[config.mk]
export PLATFORM = sky130hd
export DESIGN_NAME = zone_cs_xlate
export DESIGN_NICKNAME = d
export VERILOG_FILES = /design/src/rtl/zcs_pkg.sv /design/src/rtl/zcs_map_reg.sv /design/src/rtl/zcs_select.sv /design/src/rtl/zcs_addr_xlate.sv /design/src/rtl/zone_cs_xlate.sv
export SDC_FILE = /design/constraint.sdc
export NUM_CORES = 1
export LEC_CHECK = 0
export BUFFER_PORTS_ARGS = -buffer_cell sky130_fd_sc_hd__buf_2
export CAP_MARGIN = 20
export CORE_AREA = 2 2 65 79
export DETAILED_ROUTE_END_ITERATION = 8
export DIE_AREA = 0 0 67 81
export HOLD_SLACK_MARGIN = 0.03
export PLACE_DENSITY = 0.79
export SKIP_CTS_REPAIR_TIMING = 1
export SYNTH_ARGS = -nofsm -noshare
export SYNTH_HDL_FRONTEND = slang
export SYNTH_HIERARCHICAL = 1
export SYNTH_SLANG_ARGS = --single-unit
[constraint.sdc]
create_clock -name clk -period 1.9 [get_ports clk]
set_input_delay 0.19 -clock clk [delete_from_list [all_inputs] [get_ports clk]]
set_output_delay 0.19 -clock clk [all_outputs]
set_load 0.01 [all_outputs]
[src/rtl/zcs_pkg.sv]
// Package zcs_pkg
// Shared constants and zone-code encoding for the zone chip-select translator.
// Assumes the decoder drives a one-hot zone vector in the bit order given here.
package zcs_pkg;

    localparam int unsigned NUM_ZONES   = 5;
    localparam int unsigned MAP_W       = 3;
    localparam int unsigned ZONE_IO_A   = 0;
    localparam int unsigned ZONE_IO_B   = 1;
    localparam int unsigned ZONE_USER   = 2;
    localparam int unsigned ZONE_BIOS   = 3;
    localparam int unsigned ZONE_LEGACY = 4;

    // A mapping code of z+1 selects zone bit z. Code 0 selects nothing.
    typedef enum logic [MAP_W-1:0] {
        MAP_NONE    = 3'd0,
        MAP_IO_A    = 3'd1,
        MAP_IO_B    = 3'd2,
        MAP_USER    = 3'd3,
        MAP_BIOS386 = 3'd4,
        MAP_LEGACY  = 3'd5
    } map_code_e;

endpackage

[src/rtl/zcs_map_reg.sv]
// Module zcs_map_reg
// Holds one zone code per chip select. It is written as a whole word.
// Assumes: a write at a given edge is seen by the datapath only after that edge,
// so a strobe at the same edge still uses the old codes.
module zcs_map_reg #(
    parameter int unsigned NUM_CS = 2,
    parameter int unsigned MAP_W  = 3,
    localparam int unsigned WORD_W = NUM_CS * MAP_W
) (
    input  logic              clk,
    input  logic              rst_n,
    input  logic              wr_en,
    input  logic [WORD_W-1:0] wr_data,
    output logic [WORD_W-1:0] map_o
);

    logic [WORD_W-1:0] map_q;

    // Capture a new mapping word, or clear it to "none" on reset.
    always_ff @(posedge clk) begin
        if (!rst_n) begin
            map_q <= '0;
        end else if (wr_en) begin
            map_q <= wr_data;
        end
    end

    assign map_o = map_q;

endmodule

[src/rtl/zcs_select.sv]
// Module zcs_select
// Matches each select's zone code against the one-hot zone flags.
// A fixed priority is applied: a lower select index wins.
// Assumes zone_hit_i is one-hot or zero. Codes above NUM_ZONES match nothing.
module zcs_select #(
    parameter int unsigned NUM_CS    = 2,
    parameter int unsigned NUM_ZONES = 5,
    parameter int unsigned MAP_W     = 3,
    localparam int unsigned WORD_W   = NUM_CS * MAP_W
) (
    input  logic [WORD_W-1:0]    map_i,
    input  logic [NUM_ZONES-1:0] zone_hit_i,
    output logic [NUM_CS-1:0]    sel_o,
    output logic                 any_o
);

    logic [NUM_CS-1:0] match;
    logic [NUM_CS:0]   taken;

    assign taken[0] = 1'b0;

    for (genvar c = 0; c < NUM_CS; c++) begin : g_cs
        logic [MAP_W-1:0]     code;
        logic [NUM_ZONES-1:0] zone_sel;

        assign code = map_i[c*MAP_W +: MAP_W];

        for (genvar z = 0; z < NUM_ZONES; z++) begin : g_zone
            // Decode this select's code into a zone bit (code z+1 -> zone z).
            assign zone_sel[z] = (code == MAP_W'(z + 1));
        end

        // The select matches when its decoded zone is the one that hit.
        assign match[c] = |(zone_sel & zone_hit_i);

        // Priority chain: grant only when no lower select already matched.
        assign sel_o[c]   = match[c] & ~taken[c];
        assign taken[c+1] = taken[c] | match[c];
    end

    assign any_o = taken[NUM_CS];

endmodule

[src/rtl/zcs_addr_xlate.sv]
// Module zcs_addr_xlate
// Rewrites a host address into the peripheral address space.
// I/O: zero-extend the low IO_AW bits.
// Legacy BIOS memory: keep LEGACY_KEEP bits and set the rest.
// Other memory: keep the low PERIPH_AW bits.
// Assumes legacy_i is the legacy-zone hit flag of the same transaction.
module zcs_addr_xlate #(
    parameter int unsigned HOST_AW     = 32,
    parameter int unsigned PERIPH_AW   = 28,
    parameter int unsigned IO_AW       = 16,
    parameter int unsigned LEGACY_KEEP = 17
) (
    input  logic                 is_mem_i,
    input  logic                 legacy_i,
    input  logic [HOST_AW-1:0]   addr_i,
    output logic [PERIPH_AW-1:0] xaddr_o
);

    localparam int unsigned IO_PAD  = PERIPH_AW - IO_AW;
    localparam int unsigned LEG_PAD = PERIPH_AW - LEGACY_KEEP;

    logic [PERIPH_AW-1:0] io_addr;
    logic [PERIPH_AW-1:0] legacy_addr;
    logic [PERIPH_AW-1:0] flat_addr;
    logic                 unused_hi_bits;

    assign io_addr        = {{IO_PAD{1'b0}}, addr_i[IO_AW-1:0]};
    assign legacy_addr    = {{LEG_PAD{1'b1}}, addr_i[LEGACY_KEEP-1:0]};
    assign flat_addr      = addr_i[PERIPH_AW-1:0];
    assign unused_hi_bits = ^addr_i[HOST_AW-1:PERIPH_AW];

    // Choose the rewrite by transaction type, then by zone.
    always_comb begin
        if (!is_mem_i) begin
            xaddr_o = io_addr;
        end else if (legacy_i) begin
            xaddr_o = legacy_addr;
        end else begin
            xaddr_o = flat_addr;
        end
    end

endmodule

[src/rtl/zone_cs_xlate.sv]
// Module zone_cs_xlate (top)
// Claims a decoded host transaction for one of NUM_CS chip selects.
// It produces the registered select vector, a one-clock claim pulse and the
// translated peripheral address.
// Assumes the zone decoder output is valid in the same cycle as req_valid.
module zone_cs_xlate #(
    parameter int unsigned NUM_CS      = 2,
    parameter int unsigned HOST_AW     = 32,
    parameter int unsigned PERIPH_AW   = 28,
    parameter int unsigned IO_AW       = 16,
    parameter int unsigned LEGACY_KEEP = 17,
    localparam int unsigned NUM_ZONES  = zcs_pkg::NUM_ZONES,
    localparam int unsigned MAP_W      = zcs_pkg::MAP_W,
    localparam int unsigned WORD_W     = NUM_CS * MAP_W
) (
    input  logic                 clk,
    input  logic                 rst_n,
    input  logic                 req_valid,
    input  logic                 req_is_mem,
    input  logic [HOST_AW-1:0]   req_addr,
    input  logic [NUM_ZONES-1:0] zone_hit,
    input  logic                 map_wr_en,
    input  logic [WORD_W-1:0]    map_wr_data,
    output logic [NUM_CS-1:0]    cs_o,
    output logic                 claim_o,
    output logic [PERIPH_AW-1:0] xaddr_o
);

    logic [WORD_W-1:0]    map_cur;
    logic [NUM_CS-1:0]    sel_d;
    logic                 any_d;
    logic [PERIPH_AW-1:0] xaddr_d;

    logic [NUM_CS-1:0]    cs_q;
    logic                 claim_q;
    logic [PERIPH_AW-1:0] xaddr_q;

    zcs_map_reg #(
        .NUM_CS (NUM_CS),
        .MAP_W  (MAP_W)
    ) u_map (
        .clk     (clk),
        .rst_n   (rst_n),
        .wr_en   (map_wr_en),
        .wr_data (map_wr_data),
        .map_o   (map_cur)
    );

    zcs_select #(
        .NUM_CS    (NUM_CS),
        .NUM_ZONES (NUM_ZONES),
        .MAP_W     (MAP_W)
    ) u_sel (
        .map_i      (map_cur),
        .zone_hit_i (zone_hit),
        .sel_o      (sel_d),
        .any_o      (any_d)
    );

    zcs_addr_xlate #(
        .HOST_AW     (HOST_AW),
        .PERIPH_AW   (PERIPH_AW),
        .IO_AW       (IO_AW),
        .LEGACY_KEEP (LEGACY_KEEP)
    ) u_xlate (
        .is_mem_i (req_is_mem),
        .legacy_i (zone_hit[zcs_pkg::ZONE_LEGACY]),
        .addr_i   (req_addr),
        .xaddr_o  (xaddr_d)
    );

    // Output stage: pulse claim and select for one clock per claimed strobe.
    always_ff @(posedge clk) begin
        if (!rst_n) begin
            cs_q    <= '0;
            claim_q <= 1'b0;
        end else begin
            cs_q    <= req_valid ? sel_d : '0;
            claim_q <= req_valid & any_d;
        end
    end

    // Address register: load on a claimed strobe, otherwise hold.
    always_ff @(posedge clk) begin
        if (!rst_n) begin
            xaddr_q <= '0;
        end else if (req_valid && any_d) begin
            xaddr_q <= xaddr_d;
        end
    end

    assign cs_o    = cs_q;
    assign claim_o = claim_q;
    assign xaddr_o = xaddr_q;

endmodule

Word-level counts from Yosys, hierarchy flattened
Index checks and enable logic that the tools add are counted.
{ "op_classes": {"add_sub_neg": 0, "mul": 0, "n_div": 0, "magnitude_cmp": 0, "n_eq_ne": 10, "n_shift": 0, "n_mux": 2, "bitwise_logic": 6, "reduce_logical": 4} }
{ "op_table": {"columns": ["operator", "n"], "rows": [
  ["$mux 28", 2],
  ["$eq 3x2->1 const B", 4],
  ["$eq 3x3->1 const B", 4],
  ["$and 5x5->5", 2],
  ["$reduce_or 5->1", 2],
  ["$eq 3x1->1 const B", 2],
  ["$and 1x1->1", 2],
  ["$reduce_and 2->1", 1],
  ["$logic_and 1x1->1", 1],
  ["$not 1->1", 1],
  ["$or 1x1->1", 1]
]} }
{ "word_totals": {"ff_bits": 37, "latch_bits": 0, "ram_bits": 0, "rom_bits": 0, "in_bits": 48, "out_inout_bits": 31, "n_memories": 0} }

Logic depth before layout (Yosys ltp)
Gate-level depths: netlist of run 1.
{ "depth": {"depth_word": 5, "depth_mapped": 8} }

Cells and area by module
Netlist of run 1, hierarchy kept.
{ "by_module_without_submodules": {"columns": ["module", "instances", "cells_each", "area_each_um2", "seq_area_each_um2"], "rows": [
  ["zone_cs_xlate", 1, 135, 1247.4, 620.6],
  ["zcs_addr_xlate", 1, 30, 231.5, 0.0],
  ["zcs_map_reg", 1, 19, 229.0, 120.1],
  ["zcs_select", 1, 19, 108.9, 0.0]
]} }

Worst setup path before layout of run 1
No wires, ideal clock.
{ "synth_path": {"path_kind": "register to register", "startpoint": "register u_map.map_q[3], in the netlist u_map/map_o[3]", "endpoint": "register xaddr_q[10], in the netlist xaddr_o[10]", "setup_time_ns": 0.067, "arrival_time_ns": 1.318, "required_ns": 1.833, "path_slack_ns": 0.515, "path_stages_with_launch": 9, "path_buffers": 2, "period_less_slack_ns": 1.385, "cell_sequence": "dfxtp_1 -> mux2i_1 -> nand2_1 -> o211ai_1 -> nand2_1 -> and2_1 -> buf_6 -> buf_6 -> o21ai_2"} }
{ "synth_via": {"elab_chain_cells": 5} }
{ "synth_lines": {"columns": ["element", "line_no", "source"], "rows": [
  ["from (decl)", "zcs_map_reg.sv:17", "logic [WORD_W-1:0] map_q;"],
  ["from (signal assigned)", "zcs_map_reg.sv:24", "map_q <= wr_data;"],
  ["$eq 3x1->1, or another cell as far along", "zcs_select.sv:30", "assign zone_sel[z] = (code == MAP_W'(z + 1));"],
  ["$and 5x5->5 (*)", "zcs_select.sv:34", "assign match[c] = |(zone_sel & zone_hit_i);"],
  ["$reduce_or 5->1 (*)", "zcs_select.sv:34", null],
  ["$or 1x1->1 (*)", "zcs_select.sv:38", "assign taken[c+1] = taken[c] | match[c];"],
  ["via any_d", "zone_cs_xlate.sv:31", "logic any_d;"],
  ["$logic_and 1x1->1 (*)", "zone_cs_xlate.sv:87", "end else if (req_valid && any_d) begin"],
  ["to (signal assigned)", "zone_cs_xlate.sv:88", "xaddr_q <= xaddr_d;"],
  ["to (decl)", "zone_cs_xlate.sv:36", "logic [PERIPH_AW-1:0] xaddr_q;"]
]} }
Mark *: on every way through the listed nets, which the timed path passes. The rest lies on a longest branch.
A chain may end at the register's enable or synchronous reset.

Final worst setup path of run 1
Ends and elaborated chain as after synthesis.

==> flow_metrics.py, run 1 <==
metrics = {
    "outcome": {
        "status": "complete, no violations",
    },
    "yosys": {
        "yosysSeqAreaShare_pct": 40.77,
        "synth_area_leader_cell": "dfxtp_1",
        "synthesis.area_um2": 1817,
        "ys_types": 20,
        "synth_warnings": 6,
        "synthCells": 203,
        "synth-seq-cells": 37,
        "synthesis.nets": 251,
        "syn_avg_cell_area_um2": 8.949,
        "synth.top_cell.area_share_pct": 40.77,
        "synth.area.top_cells": "dfxtp_1 (41%), nand4_1 (9.6%), o21ai_2 (9.6%)",
    },
    "route": {
        "antenna_left": 0,
        "drc": 0,
        "wl_per_cell_um": 12.65,
        "viasPerCell": 5.003,
        "dr.pass1.iters": 4,
        "drt_iter0_markers": 89,
        "totalWireLength_mm": 3.986,
        "vias": 1576,
    },
    "global_routing": {
        "antenna_found_initial": 0,
        "gr-total-overflow": 0,
        "grt_pass1_vias": 1375,
        "grtUsageTotal_pct": 15.61,
        "grt_pass1_wl_mm": 6.327,
        "grt_max_degree": 40,
    },
    "timing": {
        "hold_viol": 0,
        "period_minus_slack_ns": 1.587,
        "final.setup_skew_ns": 0.003178,
        "timing.final.ws_setup_ns": 0.3129,
        "period_share_pct": 83.53,
        "rsz0062_at_grt": "false",
        "drv_slew": 0,
        "worst_pin_slew_ns": 0.4837,
        "setup_tns_ns": 0,
        "fmax_mhz": 630.1,
        "slew_headroom_pct": 67.75,
        "setup_viol": 0,
    },
    "power": {
        "seqPwrFrac_pct": 49.5,
        "p_int_w": 0.001250,
        "power.share.clock_pct": 31.5,
        "switchingPower_w": 0.0004701,
        "p_sw_share_pct": 27.33,
        "power.leakage_nw": 0.9745,
        "fin_total_pwr_w": 0.001720,
        "combPwrFrac_pct": 19.0,
        "p_per_area_nw_per_um2": 801.0,
        "vdd_ir_drop_max_mv": 0.3167,
    },
    "clock_network": {
        "path_clk_slew_ns": 0.07,
        "cts_tree": "done",
        "clkSinkCount": 37,
        "cts_buffers": 5,
        "clk_latency_ns": 0.28,
        "cts_root_buffer": "clkbuf_8",
        "h-tree-depth": 2,
        "clock_path_buffers": 2,
    },
    "critical_path": {
        "arrival_ns": 1.81,
        "endpoint_kind": "register",
        "r2r.worst_path.cells": 7,
        "required_ns": 2.12,
        "cpPeakStageDelay_ns": 0.35,
        "critical_path_cell_count": 7,
        "crit_fanout": 15,
        "worstPathCellList": "a21oi_1, nor2_1, o211ai_1, nand2_1, and2_2, buf_4, o21ai_2",
        "crit_family": "compound AO/OA/AOI/OAI gates",
        "path_buf_inv": 1,
        "crit_type": "reg -> reg",
        "crit_slowest_cell": "dfxtp_1",
        "cp-start-kind": "register",
    },
    "hold_path": {
        "holdPathStages": 3,
        "worstHoldPathType": "in -> reg",
    },
    "floorplan": {
        "die_area_um2": 5427,
        "core_um2": 4765,
        "ios": 79,
        "die_w_um": 67,
        "placementRows": 28,
        "die_h_um": 81,
        "start_util_pct": 38.13,
    },
    "place": {
        "place_area_um2": 2061,
        "gp_congestion": 0.8329,
        "dp_hpwl_mm": 2.880,
        "dp_slack_ns": 0.3322,
        "port_buffers": 74,
    },
    "cells_and_area": {
        "design_area_um2": 2147,
        "drive_above_1_share_pct": 42.35,
        "nets": 303,
        "syn_to_final_growth_pct": 18.18,
        "nFillCells": 500,
        "diodes": 0,
    },
    "run": {
        "max_cap_viol_count": 0,
    },
}
==> Yosys cell counts (all sizes together) <==
cell,n
and2,2
nand4,28
nor2,4
inv,1
nor2b,9
nand2,31
mux2i,8
buf,34
a21oi,2
dfxtp,37
and3,3
clkbuf,1
o21ai,30
o21a,11
o211ai,2
==> worst register-to-register path, stage by stage, from the launching register on <==
cell and delay (ns):
dfxtp_1 0.35, a21oi_1 0.20, nor2_1 0.07, o211ai_1 0.20, nand2_1 0.14, and2_2 0.20, buf_4 0.21, o21ai_2 0.16
==> power by group through the flow <==
stage          Clock (W)  Combinational, W  Sequential, W
6_report        0.000542          0.000327       0.000851
5_1_grt         0.000587          0.000367       0.000856
4_1_cts         0.000569          0.000331       0.000851
3_5_place_dp           0          0.000331       0.000869
3_3_place_gp           0          0.000323       0.000867
2_1_floorplan          0          0.000218       0.000888
==> per-stage QoR <==
step / instances / hold slack (ns) / utilization [%]
CTS: 315 / 0.1346 / 45.06
global route: 315 / 0.1459 / 45.06
detailed placement: 308 / 0.4327 / 43.25
global placement: 308 / 0.4238 / 43.25
floorplan: 203 / 0.3182 / -
finish: 315 / 0.1421 / 45.06
==> worst paths after layout <==
path / startpoint / end / slack [ns]
worst max-delay path: u_map/map_o[3] / xaddr_o[10] / 0.31
worst min-delay path: req_addr[0] / xaddr_o[0] / 0.14
worst max register to register: u_map/map_o[3] / xaddr_o[10] / 0.31
worst min register to register: xaddr_o[0] / xaddr_o[0] / 0.45
==> placed cells by master, fill, tap and decap left out, types with 2 or more instances in the layout <==
| master | synthesis | routed |
|---|---|---|
| a21oi_1 | 2 | 2 |
| and3_1 | 3 | 3 |
| dfxtp_1 | 37 | 37 |
| o21ai_2 | 20 | 20 |
| nand4_1 | 28 | 28 |
| mux2i_1 | 8 | 8 |
| o21ai_1 | 9 | 9 |
| nor2b_1 | 9 | 9 |
| nand2_1 | 31 | 31 |
| o21a_1 | 11 | 11 |
| buf_4 | 17 | 5 |
| clkbuf_8 | 0 | 6 |
| buf_2 | 10 | 74 |
| nor2_1 | 4 | 4 |
==> flip-flops by register name, summed over array words and instances (netlist names) <==
signal       cells
cs_o             2
u_map/map_o      6
claim_o          1
xaddr_o         28
==> cells by family (layout without fill, tap and decap cells) <==
logic type      after synthesis  count (layout)  share of synthesized area (%)
mux                           8               8                          4.408
buf+inv                      36              88                          14.53
flops                        37              37                          40.77
simple gates                 77              77                          21.69
compound gates               45              45                          18.59
==> area by class of cell <==
type | instances | area (um^2) | area share (%)
inverter | 1 | 3.754 | 0.1748
sequential | 37 | 740.7 | 34.50
multi-input combinational | 130 | 813.3 | 37.88
timing repair buffer | 80 | 427.9 | 19.93
tap | 60 | 75.07 | 3.497
clock buffer | 7 | 86.33 | 4.021
==> metal layers <==
layer / GRT usage [%] / vias to the layer above / share of wire (%)
met5: 0 / - / 0
met4: 7.551 / 0 / 1.4
met3: 4.432 / 4 / 5.3
met2: 26.04 / 43 / 50
met1: 18.18 / 725 / 43
li1: - / 804 / -
Power figures use the tool's default switching activity.
==> inputs of run 2 (changes only) <==
--- a/config.mk
+++ b/config.mk
@@ -11,7 +11,7 @@
 export DETAILED_ROUTE_END_ITERATION = 8
 export DIE_AREA = 0 0 67 81
 export HOLD_SLACK_MARGIN = 0.03
-export PLACE_DENSITY = 0.79
+export PLACE_DENSITY = 0.81
 export SKIP_CTS_REPAIR_TIMING = 1
 export SYNTH_ARGS = -nofsm -noshare
 export SYNTH_HDL_FRONTEND = slang
==> constraint.sdc (replaced) <==
create_clock -name clk -period 1.33 [get_ports clk]
set_input_delay 0.133 -clock clk [delete_from_list [all_inputs] [get_ports clk]]
set_output_delay 0.133 -clock clk [all_outputs]
set_load 0.01 [all_outputs]
==> run 2 against run 1 <==
The flow now finishes with violations (negative setup slack). Wire length grew 4.2%. Core utilization is 3.0 points higher. Clock power is 82% higher. Count of clock-buffer cells in the layout unchanged. Sequential power rose by 43%. Largest cell class unchanged.
==> flow_metrics.py, run 2 (synthesis results as in run 1) <==
metrics = {
    "run": {
        "max_cap_viol_count": 0,
    },
    "floorplan": {
        "die_h_um": 81,
        "core_um2": 4765,
        "die_w_um": 67,
        "ios": 79,
        "die_area_um2": 5427,
        "start_util_pct": 38.13,
        "placementRows": 28,
    },
    "cells_and_area": {
        "mostFrequentLayoutCell": "buf_2",
        "final_cell_mix": "buf_2 (74), dfxtp_1 (35), nand2_1 (30)",
        "diodes": 0,
        "seq_area_um2": 743.2,
        "drive_above_1_share_pct": 45.42,
        "multi_input_area_um2": 820.8,
        "nets": 309,
        "nFillCells": 478,
        "largest_register_ffs": 28,
        "syn_to_final_growth_pct": 26.10,
    },
    "clock_network": {
        "cts_buffers": 5,
        "cts_tree": "done",
        "h-tree-depth": 2,
        "path_clk_slew_ns": 0.07,
        "clkSinkCount": 37,
        "cts_root_buffer": "clkbuf_8",
        "clk_latency_ns": 0.28,
        "clock_path_buffers": 2,
    },
    "critical_path": {
        "crit_fanout": 9,
        "crit_type": "reg -> reg",
        "cp-start-kind": "register",
        "endpoint_kind": "register",
        "arrival_ns": 1.64,
        "required_ns": 1.50,
    },
    "outcome": {
        "violations": "negative setup slack",
        "status": "finished, violations left",
    },
    "power": {
        "vdd_ir_drop_max_mv": 0.4970,
        "p_per_area_nw_per_um2": 1199,
        "power.leakage_nw": 1.043,
        "fin_total_pwr_w": 0.002746,
    },
    "global_routing": {
        "grt_pass1_wl_mm": 6.237,
        "gr-total-overflow": 0,
        "grt_pass1_vias": 1365,
        "grt_max_degree": 66,
        "antenna_found_initial": 0,
        "grtUsageTotal_pct": 15.11,
    },
    "timing": {
        "slew_headroom_pct": 78.64,
        "final.setup_skew_ns": 0.006505,
        "period_minus_slack_ns": 1.468,
        "worst_pin_slew_ns": 0.3190,
        "setup_viol": 29,
        "fmax_mhz": 681.1,
        "rsz0062_at_grt": "true",
        "holdWs_ns": 0.09057,
        "period_share_pct": 110.4,
        "timing.final.ws_setup_ns": -0.1383,
        "drv_slew": 0,
        "hold_viol": 0,
    },
    "route": {
        "antenna_left": 0,
        "drt_iter0_markers": 115,
        "drc": 0,
        "wl_per_cell_um": 12.89,
        "totalWireLength_mm": 4.152,
        "viasPerCell": 4.922,
        "dr.pass1.iters": 4,
        "vias": 1585,
    },
    "place": {
        "dp_hpwl_mm": 2.838,
        "gp_congestion": 0.8916,
        "port_buffers": 74,
    },
    "hold_path": {
        "worstHoldPathType": "in -> reg",
    },
}
-- run 2: changes by cell type in the layout (fill, tap and decap cells not counted), sizes merged --
cell / change
buf: +4
bufinv: +1
clkbuf: +2
-- run 2: report_power, final --
part	switching (W)	internal, W	leakage (nW)
logic	0.000286	0.000256	0.681
clock network	0.000374	0.000611	0.0585
registers	0.0000392	0.00118	0.303
-- run 2: stage by stage --
stage / cell area, um^2 / utilization [%] / setup slack [ns] / instances / TNS, ns
2_1_floorplan: 1833 / - / -0.01544 / 203 / -0.3089
3_3_place_gp: 2108 / 44.25 / -0.1143 / 312 / -2.306
6_report: 2291 / 48.08 / -0.1383 / 322 / -3.165
5_1_grt: 2291 / 48.08 / -0.1824 / 322 / -4.485
3_5_place_dp: 2108 / 44.25 / -0.1739 / 312 / -3.674
4_1_cts: 2225 / 46.69 / -0.1892 / 320 / -4.138
-- run 2: per-layer routing --
layer | wire, um | vias up | share of wire [%] | GRT usage, %
li1 | - | 806 | - | -
met1 | 1762 | 729 | 42 | 17.20
met2 | 2142 | 46 | 52 | 26.24
met3 | 191 | 4 | 4.6 | 3.878
met4 | 55 | 0 | 1.3 | 6.735
met5 | 0 | - | 0 | 0
-- run 2: final timing paths --
kind	slack [ns]	startpoint	depth (start not counted)	to
max	-0.14	u_map/map_o[3]	7	xaddr_o[11]
min reg2reg	0.45	xaddr_o[26]	2	xaddr_o[26]
min	0.09	req_addr[0]	3	xaddr_o[0]
max reg2reg	-0.14	u_map/map_o[3]	7	xaddr_o[11]
-- run 2: area by class of cell --
cell class / count / area share [%]
multi-input combinational: 130 / 35.83
sequential: 37 / 32.44
timing repair buffer: 86 / 23.21
clock buffer: 7 / 3.768
tap: 60 / 3.277
clock inverter: 1 / 1.311
inverter: 1 / 0.1638
-- run 2: worst max-delay path: stages, from the launching register on --
cell	delay [ns]
dfxtp_2	0.35
nor2b_1	0.13
o21ai_1	0.13
o211ai_1	0.17
nand2_2	0.14
and2_4	0.21
clkbuf_16	0.18
o21ai_2	0.05
